## src/rtl/sinc_sdm_pkg.sv

```systemverilog
package sinc_sdm_pkg;

    typedef enum logic [0:0] {
        ST_IDLE = 1'b0,
        ST_RUN  = 1'b1
    } ctl_state_t;

    typedef enum logic [1:0] {
        RATE_R45 = 2'b00,
        RATE_R54 = 2'b01,
        RATE_R60 = 2'b10,
        RATE_ALT = 2'b11
    } rate_code_t;

    localparam int MAX_RATIO = 60;

    function automatic int unsigned ratio_of(input logic [1:0] code);
        int unsigned r;
        unique case (rate_code_t'(code))
            RATE_R45: r = 45;
            RATE_R54: r = 54;
            RATE_R60: r = 60;
            RATE_ALT: r = 60;
            default:  r = 60;
        endcase
        return r;
    endfunction

    // Rounded reciprocal of the frame length in 2^shift units.
    function automatic int unsigned recip_of(input logic [1:0] code, input int unsigned shift);
        int unsigned r;
        r = ratio_of(code);
        return ((32'd1 << shift) + (r >> 1)) / r;
    endfunction

endpackage

```

## src/rtl/sinc_sdm_ctrl.sv

```systemverilog
module sinc_sdm_ctrl
    import sinc_sdm_pkg::*;
#(
    parameter int SMP_W  = 16,
    parameter int PH_W   = 6,
    parameter int CODE_W = 2
) (
    input  logic                    clk,
    input  logic                    rst_n,
    input  logic                    hr_tick,
    input  logic                    smp_vld,
    input  logic signed [SMP_W-1:0] smp_in,
    input  logic [CODE_W-1:0]       rate_sel,
    output logic                    run,
    output logic                    frame_start,
    output logic                    idle_bit,
    output logic signed [SMP_W-1:0] hold_q,
    output logic [CODE_W-1:0]       code_q
);

    ctl_state_t        state_q, state_d;
    logic [PH_W-1:0]   phase_q;
    logic [PH_W-1:0]   ratio_q;
    logic              tgl_q;

    // State register
    always_ff @(posedge clk) begin
        if (!rst_n) state_q <= ST_IDLE;
        else        state_q <= state_d;
    end

    // Next state and decoded outputs
    always_comb begin
        state_d     = state_q;
        run         = 1'b0;
        frame_start = 1'b0;
        idle_bit    = ~tgl_q;
        unique case (state_q)
            ST_IDLE: begin
                if (smp_vld) state_d = ST_RUN;
            end
            ST_RUN: begin
                run         = 1'b1;
                frame_start = hr_tick && (phase_q == '0);
            end
            default: state_d = ST_IDLE;
        endcase
    end

    // Sample hold: only a strobe changes it
    always_ff @(posedge clk) begin
        if (!rst_n)       hold_q <= '0;
        else if (smp_vld) hold_q <= smp_in;
    end

    // Frame phase and per-frame rate latch
    always_ff @(posedge clk) begin
        if (!rst_n) begin
            phase_q <= '0;
            ratio_q <= PH_W'(ratio_of(2'b10));
            code_q  <= CODE_W'(2'b10);
        end else if (!run) begin
            phase_q <= '0;
            ratio_q <= PH_W'(ratio_of(rate_sel));
            code_q  <= rate_sel;
        end else if (hr_tick) begin
            if (phase_q == '0) begin
                ratio_q <= PH_W'(ratio_of(rate_sel));
                code_q  <= rate_sel;
            end
            if (phase_q == ratio_q - PH_W'(1)) phase_q <= '0;
            else                               phase_q <= phase_q + PH_W'(1);
        end
    end

    // Idle zero pattern
    always_ff @(posedge clk) begin
        if (!rst_n)                tgl_q <= 1'b0;
        else if (!run && hr_tick)  tgl_q <= ~tgl_q;
    end

endmodule

```

## src/rtl/sinc_sdm_cic.sv

```systemverilog
module sinc_sdm_cic
    import sinc_sdm_pkg::*;
#(
    parameter int SMP_W  = 16,
    parameter int INT_W  = 24,
    parameter int K_W    = 12,
    parameter int SHIFT  = 16,
    parameter int CODE_W = 2
) (
    input  logic                    clk,
    input  logic                    rst_n,
    input  logic                    clear,
    input  logic                    hr_tick,
    input  logic                    frame_start,
    input  logic signed [SMP_W-1:0] hold_q,
    input  logic [CODE_W-1:0]       code_q,
    output logic signed [SMP_W-1:0] interp_q
);

    localparam int C1_W = SMP_W + 1;
    localparam int C2_W = SMP_W + 2;
    localparam int P_W  = INT_W + K_W + 1;
    localparam logic signed [P_W-1:0] OUT_HI = P_W'((2 ** (SMP_W - 1)) - 1);
    localparam logic signed [P_W-1:0] OUT_LO = -P_W'(2 ** (SMP_W - 1));

    logic signed [SMP_W-1:0] x1_q;
    logic signed [C1_W-1:0]  c1, c1_q;
    logic signed [C2_W-1:0]  c2;
    logic signed [INT_W-1:0] i1_q, i2_q, inj;
    logic [K_W-1:0]          k_val;
    logic signed [P_W-1:0]   prod, scaled;
    logic signed [SMP_W-1:0] sat_v;

    // Comb section, evaluated at the frame rate
    always_comb begin
        c1  = {hold_q[SMP_W-1], hold_q} - {x1_q[SMP_W-1], x1_q};
        c2  = {c1[C1_W-1], c1} - {c1_q[C1_W-1], c1_q};
        inj = frame_start ? {{(INT_W - C2_W){c2[C2_W-1]}}, c2} : '0;
    end

    // Gain normalisation by rounded reciprocal, then clamp
    always_comb begin
        k_val  = K_W'(recip_of(code_q, SHIFT));
        prod   = i2_q * $signed({1'b0, k_val});
        scaled = prod >>> SHIFT;
        if (scaled > OUT_HI)      sat_v = OUT_HI[SMP_W-1:0];
        else if (scaled < OUT_LO) sat_v = OUT_LO[SMP_W-1:0];
        else                      sat_v = scaled[SMP_W-1:0];
    end

    always_ff @(posedge clk) begin
        if (!rst_n || clear) begin
            x1_q     <= '0;
            c1_q     <= '0;
            i1_q     <= '0;
            i2_q     <= '0;
            interp_q <= '0;
        end else if (hr_tick) begin
            if (frame_start) begin
                x1_q <= hold_q;
                c1_q <= c1;
            end
            i1_q     <= i1_q + inj;
            i2_q     <= i2_q + i1_q;
            interp_q <= sat_v;
        end
    end

endmodule

```

## src/rtl/sinc_sdm_mod.sv

```systemverilog
module sinc_sdm_mod #(
    parameter int SMP_W = 16,
    parameter int ACC_W = 20
) (
    input  logic                    clk,
    input  logic                    rst_n,
    input  logic                    clear,
    input  logic                    hr_tick,
    input  logic signed [SMP_W-1:0] u,
    output logic                    y,
    output logic signed [ACC_W-1:0] acc1_q,
    output logic signed [ACC_W-1:0] acc2_q
);

    localparam int EW = ACC_W + 2;
    localparam logic signed [EW-1:0] LIM    = EW'((2 ** (ACC_W - 1)) - 1);
    localparam logic signed [EW-1:0] FB_POS = EW'(2 ** (SMP_W - 1));
    localparam logic signed [EW-1:0] FB_NEG = -FB_POS;

    logic signed [EW-1:0]    fb, s1, s2;
    logic signed [ACC_W-1:0] a1_n, a2_n;

    function automatic logic signed [ACC_W-1:0] clamp(input logic signed [EW-1:0] v);
        if (v > LIM)       return LIM[ACC_W-1:0];
        else if (v < -LIM) return (-LIM) & {{(EW-ACC_W){1'b0}}, {ACC_W{1'b1}}};
        else               return v[ACC_W-1:0];
    endfunction

    always_comb begin
        y    = ~acc2_q[ACC_W-1];
        fb   = y ? FB_POS : FB_NEG;
        s1   = {{(EW-ACC_W){acc1_q[ACC_W-1]}}, acc1_q}
             + {{(EW-SMP_W){u[SMP_W-1]}}, u} - fb;
        a1_n = clamp(s1);
        s2   = {{(EW-ACC_W){acc2_q[ACC_W-1]}}, acc2_q}
             + {{(EW-ACC_W){a1_n[ACC_W-1]}}, a1_n} - fb;
        a2_n = clamp(s2);
    end

    always_ff @(posedge clk) begin
        if (!rst_n || clear) begin
            acc1_q <= '0;
            acc2_q <= '0;
        end else if (hr_tick) begin
            acc1_q <= a1_n;
            acc2_q <= a2_n;
        end
    end

endmodule

```

## src/rtl/sinc_sdm_dac.sv

```systemverilog
module sinc_sdm_dac
    import sinc_sdm_pkg::*;
#(
    parameter int SMP_W  = 16,
    parameter int ACC_W  = 20,
    parameter int K_W    = 12,
    parameter int SHIFT  = 16,
    parameter int CODE_W = 2
) (
    input  logic              clk,
    input  logic              rst_n,
    input  logic [SMP_W-1:0]  smp_in,
    input  logic              smp_vld,
    input  logic [CODE_W-1:0] rate_sel,
    input  logic              hr_tick,
    output logic              bit_out,
    output logic              bit_tick
);

    localparam int PH_W  = $clog2(MAX_RATIO + 1);
    localparam int INT_W = SMP_W + $clog2(MAX_RATIO) + 2;

    logic                    run_w, frame_w, idle_w, mod_y;
    logic signed [SMP_W-1:0] hold_w, interp_w;
    logic [CODE_W-1:0]       code_w;
    logic signed [ACC_W-1:0] acc1_w, acc2_w;

    sinc_sdm_ctrl #(.SMP_W(SMP_W), .PH_W(PH_W), .CODE_W(CODE_W)) u_ctrl (
        .clk         (clk),
        .rst_n       (rst_n),
        .hr_tick     (hr_tick),
        .smp_vld     (smp_vld),
        .smp_in      ($signed(smp_in)),
        .rate_sel    (rate_sel),
        .run         (run_w),
        .frame_start (frame_w),
        .idle_bit    (idle_w),
        .hold_q      (hold_w),
        .code_q      (code_w)
    );

    sinc_sdm_cic #(.SMP_W(SMP_W), .INT_W(INT_W), .K_W(K_W), .SHIFT(SHIFT), .CODE_W(CODE_W)) u_cic (
        .clk         (clk),
        .rst_n       (rst_n),
        .clear       (!run_w),
        .hr_tick     (hr_tick),
        .frame_start (frame_w),
        .hold_q      (hold_w),
        .code_q      (code_w),
        .interp_q    (interp_w)
    );

    sinc_sdm_mod #(.SMP_W(SMP_W), .ACC_W(ACC_W)) u_mod (
        .clk     (clk),
        .rst_n   (rst_n),
        .clear   (!run_w),
        .hr_tick (hr_tick),
        .u       (interp_w),
        .y       (mod_y),
        .acc1_q  (acc1_w),
        .acc2_q  (acc2_w)
    );

    always_ff @(posedge clk) begin
        if (!rst_n) begin
            bit_out  <= 1'b0;
            bit_tick <= 1'b0;
        end else begin
            bit_tick <= hr_tick;
            if (hr_tick) bit_out <= run_w ? mod_y : idle_w;
        end
    end

endmodule

```

## config.mk

```make
export PLATFORM = sky130hd
export DESIGN_NAME = sinc_sdm_dac
export DESIGN_NICKNAME = d
export VERILOG_FILES = /design/src/rtl/sinc_sdm_pkg.sv /design/src/rtl/sinc_sdm_ctrl.sv /design/src/rtl/sinc_sdm_cic.sv /design/src/rtl/sinc_sdm_mod.sv /design/src/rtl/sinc_sdm_dac.sv
export SDC_FILE = /design/constraint.sdc
export NUM_CORES = 1
export LEC_CHECK = 0
export BUFFER_PORTS_ARGS = -buffer_cell sky130_fd_sc_hd__clkbuf_2
export CAP_MARGIN = 25
export CORE_AREA = 2 2 181 183
export CTS_CLUSTER_DIAMETER = 60
export DETAILED_ROUTE_END_ITERATION = 16
export DIE_AREA = 0 0 183 185
export PLACE_DENSITY = 0.83
export SLEW_MARGIN = 20
export SYNTH_ARGS = -nofsm -noshare
export SYNTH_HDL_FRONTEND = slang
export SYNTH_SLANG_ARGS = --single-unit
```

## constraint.sdc

```tcl
create_clock -name clk -period 10.46 [get_ports clk]
set_input_delay 0.523 -clock clk [delete_from_list [all_inputs] [get_ports clk]]
set_output_delay 0.523 -clock clk [all_outputs]
set_load 0.005 [all_outputs]
```

==> results.toml <==
[layout]
drive_above_1_share = 0.05882
fin_nets = 2986
mostFrequentLayoutCells = "inv_1 (395), nand2_1 (262), fa_1 (235)"
final_common_cell = "inv_1"
final_cells = 2941
diodes = 0
fin_util = 0.6910
fillers = 2537
area_growth_pct = 6.104

[clocking]
htree_levels = 4
cts.sinks = 169
clk_pin_slew_ns = 0.07
tritoncts = "done"
cts-root-buf = "clkbuf_16"
clock_latency_ns = 0.43
cts_buffers = 17
clockBufferDepth = 2
postCtsHoldBufs = 0

[run_status]
status = "completed"

[yosys]
async_reset_ff_frac = 0
synth_top_area_frac = 0.2254
synth_area_leaders = "fa_1 (23%), dfxtp_1 (16%), ha_1 (13%), inv_1 (7.1%), nand2_1 (4.7%)"
ys.flop_type = "dfxtp_1"
yosysTopAreaCell = "fa_1"
syn_area_sq_mm = 0.02087
ys_ff_latch = 169
synth-seq-area-share = 0.1621
yosys.cell_types.count = 101
syn_inst = 2493
avgSynthCellArea_sq_um = 8.370
ys_warn_count = 0
synth_edf_count = 0

[drt]
ant_nets = 0
drt_first_iter_violations = 1070
wirelength_microns = 46470
first_pass_iters = 5
via_count = 17000
wl_per_cell_microns = 15.80
via_per_inst = 5.779
route.detailed.drc = 0

[timing]
max_freq_mhz = 102.4
fin_crit_sh = 0.9338
fin_ws_ns = 0.6925
min_period_ns = 9.767
fin_skew_ns = 0.01213
hold_violations = 0
max_slew_margin = 0.4330
finalMaxSlewViolations = 0
setup_viol = 0
rsz0062_at_grt = "no"
worst-slew-pin-transition_ns = 0.8505
setup_tns_ns = 0

[floorplan]
dieHeight_microns = 185
pin_count = 24
core_sq_mm = 0.03204
dieWidth_microns = 183
dieArea_sq_mm = 0.03386
start_util = 0.6513
num_rows = 66

[global_route]
grt_pass1_wl_microns = 79830
grt_pass1_vias = 17480
gr-usage-all-layers = 0.2848
gr-total-overflow = 0
antenna_found_initial = 0
grt_max_degree = 91

[placed_design]
dp_slack_ns = 0.05546
post-dp-hpwl_microns = 37510
io_buffers = 23
routabilityCongestion = 0.9042
dp.cells = 2907

[worst_setup_path]
startpoint = "u_cic.interp_q[0]"
crit_required_ns = 10.78
cpPeakStageDelay_ns = 0.53
rrSetupSlack_ns = 0.69
cp_data_arrival_time_ns = 10.08
crit_path_end_kind = "flop"
criticalPathCategory = "reg -> reg"
crit_fanout = 20
reg2reg_from = "u_cic.interp_q[0]"
slowest_stage = "fa_1"
start_kind = "flop"

[job]
cap_violations = 0

[power]
power.density_mw_per_mm2 = 121.3
power.leakage_nw = 10.62
peakVddDrop_mv = 0.3598

[min_path]
hp-class = "in -> reg"
hp-start = "smp_in[2]"
==> flip-flops by register name, summed over array words and instances (netlist names) <==
name / count
u_cic.i1_q: 24
u_cic.i2_q: 24
u_mod.acc1_q: 20
u_mod.acc2_q: 20
u_cic.c1_q: 17
u_cic.interp_q: 16
u_cic.x1_q: 16
u_ctrl.hold_q: 16
u_ctrl.phase_q: 6
u_ctrl.ratio_q: 4
u_ctrl.code_q: 2
bit_out: 1
bit_tick: 1
u_ctrl.state_q: 1
u_ctrl.tgl_q: 1
==> synthesized netlist by cell type, types with 10 or more instances <==
cell type	instances
ha_1	209
o21ai_0	109
dfxtp_1	169
o31ai_1	10
a31oi_1	20
o22ai_1	22
nor2_1	172
xnor2_1	71
nand2_1	263
a21oi_1	161
clkbuf_1	58
nor3_1	41
inv_1	395
or3_1	13
a211oi_1	23
o21bai_1	13
and3_1	10
nor2b_1	45
o21a_1	29
nand3_1	34
or2_2	15
o211ai_1	13
nor3_2	10
and2_1	20
a21o_1	35
xor2_1	39
fa_1	235
nand2b_1	58
mux2i_1	30
==> power breakdown <==
group          switching, W  internal [W]  leakage, nW
Clock              0.000275      0.000358        0.284
Sequential        0.0000272      0.000675         1.37
Combinational      0.000812      0.000539         8.96
==> kinds of logic (layout without fill, tap and decap cells) <==
family          count (synthesis)  in the layout  share of synthesized area
compound gates                541            541                     0.1713
xor+xnor                      111            111                    0.04749
fa+ha+maj                     444            444                     0.3508
buf+inv                       470            464                    0.08622
flops                         169            169                     0.1621
mux                            32             32                    0.01547
other cells                     2             48                  0.0003599
simple gates                  724            724                     0.1663
==> final cells by class <==
type	instances	area, sq um	share of cell area
multi-input combinational	1900	15920	0.7192
timing repair buffer	35	240.2	0.01085
sequential	169	3386	0.1529
clock buffer	18	429.2	0.01938
tap	408	510.5	0.02306
clock inverter	14	161.4	0.007290
inverter	397	1490	0.06730
==> worst max-delay path, delay by kind of cell (launching register included) <==
family          cells  cell delay, ns
compound gates     20            3.96
xor+xnor            1            0.18
fa+ha+maj           5            1.78
buf+inv             4            0.49
flops               1            0.34
simple gates       13            2.89
==> timing repair <==
item / 4_1_cts / 5_1_grt
buffers inserted: 0 / 1
gates resized for setup: 0 / 9
endpoints found under the setup margin: 0 / 19
==> through the flow <==
step           hold WS, ns  power, W  instance area, sq um
2_1_floorplan       0.4291  0.001751                 21040
3_3_place_gp        0.4378  0.001954                 21450
3_5_place_dp        0.4465  0.002002                 21450
4_1_cts             0.3340  0.002640                 22040
5_1_grt             0.3479  0.002862                 22140
6_report            0.3448  0.002686                 22140
==> worst paths after layout <==
check / cells after the start / end
worst max-delay path: 43 / u_mod.acc2_q[9]
worst min-delay path: 3 / u_ctrl.hold_q[2]
worst max register to register: 43 / u_mod.acc2_q[9]
worst min register to register: 2 / u_cic.x1_q[10]
==> layer usage <==
layer / track usage / routed length, microns / vias to the layer above
li1: - / - / 8288
met1: 0.3680 / 20130 / 8179
met2: 0.5021 / 22930 / 441
met3: 0.03087 / 2338 / 87
met4: 0.09152 / 1069 / 0
met5: 0 / 0 / -
Power figures use the tool's default switching activity.
